--- config.mk ---
export PLATFORM = sky130hd
export DESIGN_NAME = snap_timer
export DESIGN_NICKNAME = d
export VERILOG_FILES = /design/src/rtl/snap_timer_pkg.sv /design/src/rtl/snap_timer_decode.sv /design/src/rtl/snap_timer_counter.sv /design/src/rtl/snap_timer_latch.sv /design/src/rtl/snap_timer.sv
export SDC_FILE = /design/constraint.sdc
export NUM_CORES = 1
export LEC_CHECK = 0
export BUFFER_PORTS_ARGS = -buffer_cell sky130_fd_sc_hd__buf_4
export CAP_MARGIN = 20
export CELL_PAD_IN_SITES_DETAIL_PLACEMENT = 0
export CELL_PAD_IN_SITES_GLOBAL_PLACEMENT = 2
export CORE_ASPECT_RATIO = 0.75
export CORE_MARGIN = 3
export CORE_UTILIZATION = 32
export DETAILED_ROUTE_END_ITERATION = 10
export PLACE_DENSITY = 0.79
export SLEW_MARGIN = 20
export SYNTH_ARGS = -nofsm -noshare
export SYNTH_HDL_FRONTEND = slang
export SYNTH_SLANG_ARGS = --single-unit
--- constraint.sdc ---
create_clock -name clk -period 2.3 [get_ports clk]
set_clock_uncertainty 0.05 [all_clocks]
set_input_delay 0.345 -clock clk [delete_from_list [all_inputs] [get_ports clk]]
set_output_delay 0.345 -clock clk [all_outputs]
set_load 0.02 [all_outputs]
--- src/rtl/snap_timer_pkg.sv ---
package snap_timer_pkg;
  localparam int NUM_REGS    = 6;
  localparam int IDX_STAT    = 0;
  localparam int IDX_CTL     = 1;
  localparam int IDX_PER_LO  = 2;
  localparam int IDX_PER_HI  = 3;
  localparam int IDX_SNAP_LO = 4;
  localparam int IDX_SNAP_HI = 5;

  localparam int CTL_IEN   = 0;
  localparam int CTL_CONT  = 1;
  localparam int CTL_START = 2;
  localparam int CTL_STOP  = 3;

  localparam int STS_TO  = 0;
  localparam int STS_RUN = 1;

  typedef struct packed {
    logic cont;
    logic ien;
  } ctl_t;
endpackage

--- src/rtl/snap_timer_decode.sv ---
module snap_timer_decode #(
  parameter int ADDR_W   = 3,
  parameter int NUM_REGS = 6
) (
  input  logic              wr,
  input  logic [ADDR_W-1:0] addr,
  output logic [NUM_REGS-1:0] we
);
  for (genvar i = 0; i < NUM_REGS; i++) begin : g_we
    assign we[i] = wr && (addr == ADDR_W'(i));
  end
endmodule

--- src/rtl/snap_timer_counter.sv ---
module snap_timer_counter #(
  parameter int HALF_W = 16,
  localparam int CNT_W = 2 * HALF_W
) (
  input  logic              clk,
  input  logic              rst,
  input  logic              per_lo_we,
  input  logic              per_hi_we,
  input  logic [HALF_W-1:0] wdata,
  input  logic              start,
  input  logic              stop,
  input  logic              cont,
  output logic [CNT_W-1:0]  cnt_o,
  output logic [CNT_W-1:0]  per_o,
  output logic              run_o,
  output logic              wrap_o
);
  logic [CNT_W-1:0] per_q, per_nxt, cnt_q;
  logic             run_q, per_wr;

  assign per_wr = per_lo_we || per_hi_we;

  always_comb begin
    per_nxt = per_q;
    if (per_lo_we) per_nxt[HALF_W-1:0]     = wdata;
    if (per_hi_we) per_nxt[CNT_W-1:HALF_W] = wdata;
  end

  assign wrap_o = run_q && (cnt_q == '0) && !per_wr;

  always_ff @(posedge clk) begin
    if (rst) begin
      per_q <= '1;
      cnt_q <= '1;
      run_q <= 1'b0;
    end else begin
      per_q <= per_nxt;
      if (per_wr) begin
        cnt_q <= per_nxt;
        run_q <= 1'b0;
      end else begin
        if (run_q) cnt_q <= wrap_o ? per_q : cnt_q - 1'b1;
        if (stop)                run_q <= 1'b0;
        else if (start)          run_q <= 1'b1;
        else if (wrap_o && !cont) run_q <= 1'b0;
      end
    end
  end

  assign cnt_o = cnt_q;
  assign per_o = per_q;
  assign run_o = run_q;
endmodule

--- src/rtl/snap_timer_latch.sv ---
module snap_timer_latch #(
  parameter int W = 32
) (
  input  logic         clk,
  input  logic         rst,
  input  logic         cap,
  input  logic [W-1:0] din,
  output logic [W-1:0] dout
);
  logic [W-1:0] hold_q;

  always_ff @(posedge clk) begin
    if (rst)      hold_q <= '0;
    else if (cap) hold_q <= din;
  end

  assign dout = hold_q;
endmodule

--- src/rtl/snap_timer.sv ---
module snap_timer
  import snap_timer_pkg::*;
#(
  parameter int ADDR_W = 3,
  parameter int DATA_W = 32,
  parameter int HALF_W = 16,
  localparam int CNT_W = 2 * HALF_W
) (
  input  logic              clk,
  input  logic              rst,
  input  logic              bus_wr,
  input  logic              bus_rd,
  input  logic [ADDR_W-1:0] bus_addr,
  input  logic [DATA_W-1:0] bus_wdata,
  output logic [DATA_W-1:0] bus_rdata,
  output logic              irq_o
);
  logic [NUM_REGS-1:0] we;
  logic [CNT_W-1:0]    cnt_w, per_w, snap_w;
  logic                run_w, wrap_w;
  ctl_t                ctl_q, ctl_nxt;
  logic                to_q, to_nxt, irq_q;
  logic [HALF_W-1:0]   rd_half;
  logic [DATA_W-1:0]   rdata_q;
  logic                unused_wdata_hi;

  assign unused_wdata_hi = ^bus_wdata[DATA_W-1:HALF_W];

  snap_timer_decode #(.ADDR_W(ADDR_W), .NUM_REGS(NUM_REGS)) u_dec (
    .wr(bus_wr), .addr(bus_addr), .we(we)
  );

  snap_timer_counter #(.HALF_W(HALF_W)) u_cnt (
    .clk(clk), .rst(rst),
    .per_lo_we(we[IDX_PER_LO]), .per_hi_we(we[IDX_PER_HI]),
    .wdata(bus_wdata[HALF_W-1:0]),
    .start(we[IDX_CTL] && bus_wdata[CTL_START]),
    .stop(we[IDX_CTL] && bus_wdata[CTL_STOP]),
    .cont(ctl_q.cont),
    .cnt_o(cnt_w), .per_o(per_w), .run_o(run_w), .wrap_o(wrap_w)
  );

  snap_timer_latch #(.W(CNT_W)) u_snap (
    .clk(clk), .rst(rst), .cap(we[IDX_SNAP_LO]), .din(cnt_w), .dout(snap_w)
  );

  always_comb begin
    ctl_nxt = ctl_q;
    if (we[IDX_CTL]) begin
      ctl_nxt.ien  = bus_wdata[CTL_IEN];
      ctl_nxt.cont = bus_wdata[CTL_CONT];
    end
    to_nxt = to_q;
    if (wrap_w)             to_nxt = 1'b1;
    else if (we[IDX_STAT])  to_nxt = 1'b0;
  end

  always_comb begin
    rd_half = '0;
    case (bus_addr)
      ADDR_W'(IDX_STAT): begin
        rd_half[STS_TO]  = to_q;
        rd_half[STS_RUN] = run_w;
      end
      ADDR_W'(IDX_CTL): begin
        rd_half[CTL_IEN]  = ctl_q.ien;
        rd_half[CTL_CONT] = ctl_q.cont;
      end
      ADDR_W'(IDX_PER_LO):  rd_half = per_w[HALF_W-1:0];
      ADDR_W'(IDX_PER_HI):  rd_half = per_w[CNT_W-1:HALF_W];
      ADDR_W'(IDX_SNAP_LO): rd_half = snap_w[HALF_W-1:0];
      ADDR_W'(IDX_SNAP_HI): rd_half = snap_w[CNT_W-1:HALF_W];
      default:              rd_half = '0;
    endcase
  end

  always_ff @(posedge clk) begin
    if (rst) begin
      ctl_q   <= '0;
      to_q    <= 1'b0;
      irq_q   <= 1'b0;
      rdata_q <= '0;
    end else begin
      ctl_q <= ctl_nxt;
      to_q  <= to_nxt;
      irq_q <= to_nxt && ctl_nxt.ien;
      if (bus_rd) rdata_q <= DATA_W'(rd_half);
    end
  end

  assign bus_rdata = rdata_q;
  assign irq_o     = irq_q;
endmodule

==> flow_summary.toml, run 1 <==
[clocking]
clockRootBuffer = "clkbuf_16"
cts_tree = "yes"
cts-root-to-sink-buffers = 2
clock_sink_count = 117
h-tree-depth = 4
ctsHoldBuffers = 0
worst_skew_pair.late_latency_ns = 0.42
clk_pin_slew_worst_paths_ns = 0.06
cts-buffers-inserted = 17

[synth]
syn_area_mm2 = 0.00627
yosysTopAreaCell = "dfxtp_1"
ys_async_sr_fraction_pct = 0
syn_inst = 733
yosys_warnings = 0
synth_seq_area_share_pct = 37.3
post_synth_edffs = 0
synth_top_area_share_pct = 37.3
ys.flop_type = "dfxtp_1"
postSynthRegisterBits = 117
synth_area_leaders = "dfxtp_1 (37%), mux2i_1 (8.6%), nand2_1 (4.9%)"
synth.distinct_cells = 60
syn_avg_cell_area_um2 = 8.56

[global_routing]
number_of_global_route_vias_before_repair = 5693
globalRoute.totalOverflow = 0
maximum_number_of_pins_on_one_net_before_global_route_repair = 96
antenna_found_initial = 0
global_route_wire_length_before_repair_mm = 31.3
groute.usage.overall_pct = 18.4

[route]
remaining_drc_errors = 0
post_drt_wl_per_cell_um = 18.7
detail_route.wirelength_mm = 19.7
dr_total_vias = 5873
avgViaCountPerCell = 5.56
drt_pass1_iterations = 5
postRouteAntennaNets = 0
dr.first_iter.drc_count = 428

[sta]
totalNegativeSetupSlack_ns = 0
final-max-slew-violation-count = 0
final-setup-viol-count = 0
final_min_period_over_clock_period_pct = 98.3
max_transition_margin_pct = 29.1
period_needed_ns = 2.26
max_freq_ghz = 0.442
timing.final.ws_setup_ns = 0.0401
grt_setup_unrepaired = "true"
finalHoldViolations = 0
worst_pin_slew_ns = 1.06

[finish]
final_core_util_pct = 41.4
layout-area-overhead-vs-synth_pct = 24.7
layout.cells.most_common = "dfxtp_1"
num_antenna_cells = 0
n_fill_cell = 1872
layout-drive-gt1-share_pct = 23.4
multiInputGateArea_mm2 = 0.00367
num-nets-final = 837
ff_latch_area_mm2 = 0.00234
top_library_cells_by_usage_in_the_layout_fill_and_taps_aside = "dfxtp_1 (115), buf_4 (107), nand2_1 (82), a21oi_1 (57), nor2_1 (56)"

[die]
number_of_placement_rows = 43
die_width_um = 168
design.die.area_mm2 = 0.0213
chipHeight_um = 127
initial_core_util_pct = 33.2
top_level_ports = 72
core_area_mm2 = 0.0189

[min_path]
hold_class = "input port to flop"

[power]
power.density_mw_per_mm2 = 703
power.total_w = 0.00550
irDropWorstVdd_uv = 357
power.static_leakage_nw = 2.99

[place]
portBuffers = 39
post-dp-hpwl_mm = 13.9
place.gp.congestion = 0.879
detailedPlace.worstSlack_ns = -0.0961

[critical_path]
endpoint_kind = "flop"
timing.reg2reg.setup_slack_ns = 0.04
timing.critical_path.fanout_max = 8
cp.required_ns = 2.55
setup.worst_path.start_class = "flop"
critical_path_class = "flop to flop"
critical_path_at_ns = 2.51

[flow_run]
max_cap_viols = 0

[run_status]
status = "complete, no violations"
[through the flow]
step	instances	hold WS [ns]	cell area, um^2
after global routing	1056	0.108	7830
after CTS	1054	0.0895	7740
after floorplan	748	0.383	6330
after global placement	1022	0.394	7110
final	1056	0.0995	7830
after detailed placement	1022	0.397	7110
[where the power goes]
group / internal [W] / switching (W) / total, W
logic: 0.000262 / 0.000346 / 0.000608
registers: 0.00211 / 0.0000757 / 0.00219
clock network: 0.00171 / 0.000999 / 0.00271
total: 0.00408 / 0.00142 / 0.00550
[path summary, 6_finish.rpt]
check                       start               to  cells after the start
setup reg to reg   u_cnt.cnt_o[1]  u_cnt.cnt_o[11]                      6
hold / removal      bus_wdata[13]  u_cnt.per_o[13]                      2
setup / recovery   u_cnt.cnt_o[1]  u_cnt.cnt_o[11]                      6
hold reg to reg   u_snap.dout[27]  u_snap.dout[27]                      2
[repair_timing]
| action | CTS | global route |
|---|---|---|
| hold endpoints to repair | 0 | 0 |
| setup endpoints to repair | 12 | 14 |
| resized for setup | 6 | 16 |
| pin swaps | 0 | 3 |
| setup buffers | 0 | 2 |
[critical path, cell delays in order, from the launching register on]
cell and delay, ns:
dfxtp_2 0.34, or4_4 0.55, or3_4 0.48, buf_4 0.17, nor3_2 0.13, xor2_1 0.09, a221o_1 0.33
[synthesized netlist by cell type, drive strengths merged (8+ instances only)]
cell type	count
a211o	34
a221o	10
nor2	58
xor2	17
dfxtp	117
nor3	12
o22ai	14
clkbuf	54
a221oi	8
nand2	82
nor2b	32
a311o	13
and3	16
mux2i	54
o21ai	11
mux2	14
nor4	12
buf	28
a21oi	57
[cells by family (layout without fill, tap and decap cells)]
family | Yosys count | count (layout) | synth area share (%)
adders and majority gates | 2 | 2 | 0.399
xor gates and xnor gates | 20 | 20 | 2.79
buffers and inverters | 89 | 150 | 6.60
AOI/OAI and AO/OA | 185 | 185 | 21.3
muxes | 69 | 69 | 11.5
and+or+nand+nor | 250 | 250 | 20.0
DFF | 117 | 117 | 37.3
other | 1 | 16 | 0.0598
[sequential cells by signal, indices dropped and copies added, names as in the netlist]
register / flops
bus_rdata: 16
ctl_q: 2
irq_o: 1
to_q: 1
u_cnt.cnt_o: 32
u_cnt.per_o: 32
u_cnt.run_o: 1
u_snap.dout: 32
[area by class of cell]
type / count / share of cell area (%)
timing repair buffer: 111 / 11.2
tap: 247 / 3.95
inverter: 7 / 0.336
multi-input combinational: 542 / 46.9
clock buffer: 21 / 6.14
clock inverter: 11 / 1.57
sequential: 117 / 30.0
[routing by layer]
layer / routed length (um) / GRT usage, % / vias to the layer above
met2: 8880 / 29.1 / 208
met3: 1150 / 3.74 / 30
met5: 0 / 0 / -
met4: 373 / 5.19 / 0
li1: - / - / 2783
met1: 9330 / 25.6 / 2852
(Power assumes the default switching activity.)
==> run 2: changes to the inputs <==
--- a/config.mk
+++ b/config.mk
@@ -11,9 +11,9 @@
 export CELL_PAD_IN_SITES_GLOBAL_PLACEMENT = 2
 export CORE_ASPECT_RATIO = 0.75
 export CORE_MARGIN = 3
-export CORE_UTILIZATION = 32
+export CORE_UTILIZATION = 36
 export DETAILED_ROUTE_END_ITERATION = 10
-export PLACE_DENSITY = 0.79
+export PLACE_DENSITY = 0.84
 export SLEW_MARGIN = 20
 export SYNTH_ARGS = -nofsm -noshare
 export SYNTH_HDL_FRONTEND = slang
==> constraint.sdc (replaced) <==
create_clock -name clk -period 2.25 [get_ports clk]
set_clock_uncertainty 0.05 [all_clocks]
set_input_delay 0.3375 -clock clk [delete_from_list [all_inputs] [get_ports clk]]
set_output_delay 0.3375 -clock clk [all_outputs]
set_load 0.02 [all_outputs]
==> run 2 against run 1 <==
Net effect: combinational power up 5.9%; hold slack worse by 0.0083 ns; setup slack better by 0.0050 ns; first-iteration DRC count down 11%; clock-buffer cell count up 1; clock power down 4%; critical path depth unchanged; sequential power up 2%; via count down 0.20%; critical endpoint unchanged; largest cell class unchanged; highest routed layer unchanged.
==> flow_summary.toml, run 2 (same netlist as run 1, synthesis figures left out) <==
[run_status]
status = "complete, no violations"

[min_path]
hold_class = "input port to flop"
hold_depth = 2

[power]
power.static_leakage_nw = 3.04
power.density_mw_per_mm2 = 697
irDropWorstVdd_uv = 391

[finish]
layout-drive-gt1-share_pct = 24.2
num-nets-final = 843
layout-area-overhead-vs-synth_pct = 25.1
n_fill_cell = 1598
layout.cells.most_common = "dfxtp_1"
top_library_cells_by_usage_in_the_layout_fill_and_taps_aside = "dfxtp_1 (115), buf_4 (109), nand2_1 (82), a21oi_1 (57), nor2_1 (56)"
finish.instance_area_mm2 = 0.00785
num_antenna_cells = 0

[critical_path]
critical_path_at_ns = 2.45
worst_r2r_endpoint = "u_cnt.cnt_o[11]"
endpoint_kind = "flop"
crit-reg2reg-launch = "u_cnt.cnt_o[8]"
critical_path.endpoint = "u_cnt.cnt_o[11]"
timing.critical_path.fanout_max = 7
rr_worst_depth = 6
cp.required_ns = 2.50
setup.worst_path.start_class = "flop"
timing.reg2reg.setup_slack_ns = 0.05
critical_path_class = "flop to flop"
worstSetupStartpoint = "u_cnt.cnt_o[8]"

[clocking]
h-tree-depth = 4
cts_tree = "yes"
worst_skew_pair.late_latency_ns = 0.42
clock_sink_count = 117
ctsHoldBuffers = 0
clk_pin_slew_worst_paths_ns = 0.06
cts-root-to-sink-buffers = 2
cts-buffers-inserted = 17
clockRootBuffer = "clkbuf_16"
post_cts.repair.setup_buffers = 0

[route]
avgViaCountPerCell = 5.70
drt_pass1_iterations = 5
wl_met2_mm = 8.86
drt-met1-wl_mm = 9.35
detail_route.wirelength_mm = 19.7
dr.first_iter.drc_count = 383
dr_total_vias = 5861
wl_met3_mm = 1.00
postRouteAntennaNets = 0
post_drt_wl_per_cell_um = 19.2
top_layer = "met4"
remaining_drc_errors = 0

[global_routing]
globalRoute.totalOverflow = 0
groute.usage.overall_pct = 20.9
global_route_wire_length_before_repair_mm = 30.8
antenna_found_initial = 0
maximum_number_of_pins_on_one_net_before_global_route_repair = 85
number_of_global_route_vias_before_repair = 5621

[sta]
max_freq_ghz = 0.454
final-max-slew-violation-count = 0
finalHoldViolations = 0
final-setup-viol-count = 0
worst_pin_slew_ns = 0.982
totalNegativeSetupSlack_ns = 0
grt_setup_unrepaired = "true"
max_transition_margin_pct = 34.6
final_min_period_over_clock_period_pct = 98.0
worst_hold_slack_ns = 0.0912
period_needed_ns = 2.20

[die]
number_of_placement_rows = 41
top_level_ports = 72
initial_core_util_pct = 37.1
design.die.area_mm2 = 0.0191
die_width_um = 158
chipHeight_um = 120
core_area_mm2 = 0.0169

[place]
place.gp.congestion = 0.897
portBuffers = 39
post-dp-hpwl_mm = 14.0
placed_instance_area_mm2 = 0.00719

[flow_run]
max_cap_viols = 0
[run 2: per-stage QoR]
step / cells / util [%] / setup slack (ns) / total power (W)
after detailed placement: 998 / 42.5 / -0.135 / 0.00291
after floorplan: 748 / - / 0.00500 / 0.00267
final: 1029 / 46.4 / 0.0450 / 0.00547
after CTS: 1029 / 45.9 / 0.00756 / 0.00550
after global placement: 998 / 42.5 / -0.0490 / 0.00289
after global routing: 1029 / 46.4 / -0.0200 / 0.00569
[run 2: power by group]
part / total (W) / internal [W] / switching [W]
registers: 0.00223 / 0.00216 / 0.0000737
logic: 0.000644 / 0.000279 / 0.000366
clock network: 0.00259 / 0.00162 / 0.000977
total: 0.00547 / 0.00406 / 0.00142
[run 2: metal layers]
metal  up-vias  global-route usage [%]
met2       172                    31.3
met4         0                    8.22
met5         -                       0
met1      2858                    29.4
met3        38                    4.44
li1       2793                       -
[run 2: critical path, stage by stage (launching register included)]
cell,delay [ns]
dfxtp_1,0.32
or4_4,0.55
or3_4,0.46
buf_4,0.17
nor3_2,0.12
xor2_1,0.09
a221o_1,0.33
[run 2: how the worst min path moves through the flow]
stage                     slack (ns)         endpoint            start
after floorplan                 0.38   u_snap.dout[0]   u_snap.dout[0]
after global placement          0.39  u_snap.dout[13]  u_snap.dout[13]
after detailed placement        0.40  u_snap.dout[25]  u_snap.dout[25]
after CTS                       0.08  u_cnt.per_o[13]    bus_wdata[13]
after global routing            0.09   u_cnt.per_o[9]     bus_wdata[9]
final                           0.09   u_cnt.per_o[9]     bus_wdata[9]
[run 2: timing repair]
| item | 4_1_cts | 5_1_grt |
|---|---|---|
| pin swaps | 0 | 5 |
| resized for setup | 7 | 16 |
| setup endpoints to repair | 16 | 23 |
[run 2: layout make-up]
cell class / instances / area (um^2) / area share, %
inverter: 7 / 26.3 / 0.335
sequential: 117 / 2340 / 29.9
timing repair buffer: 117 / 943 / 12.0
clock inverter: 9 / 77.6 / 0.988
multi-input combinational: 542 / 3710 / 47.2
tap: 215 / 269 / 3.43
clock buffer: 22 / 484 / 6.17
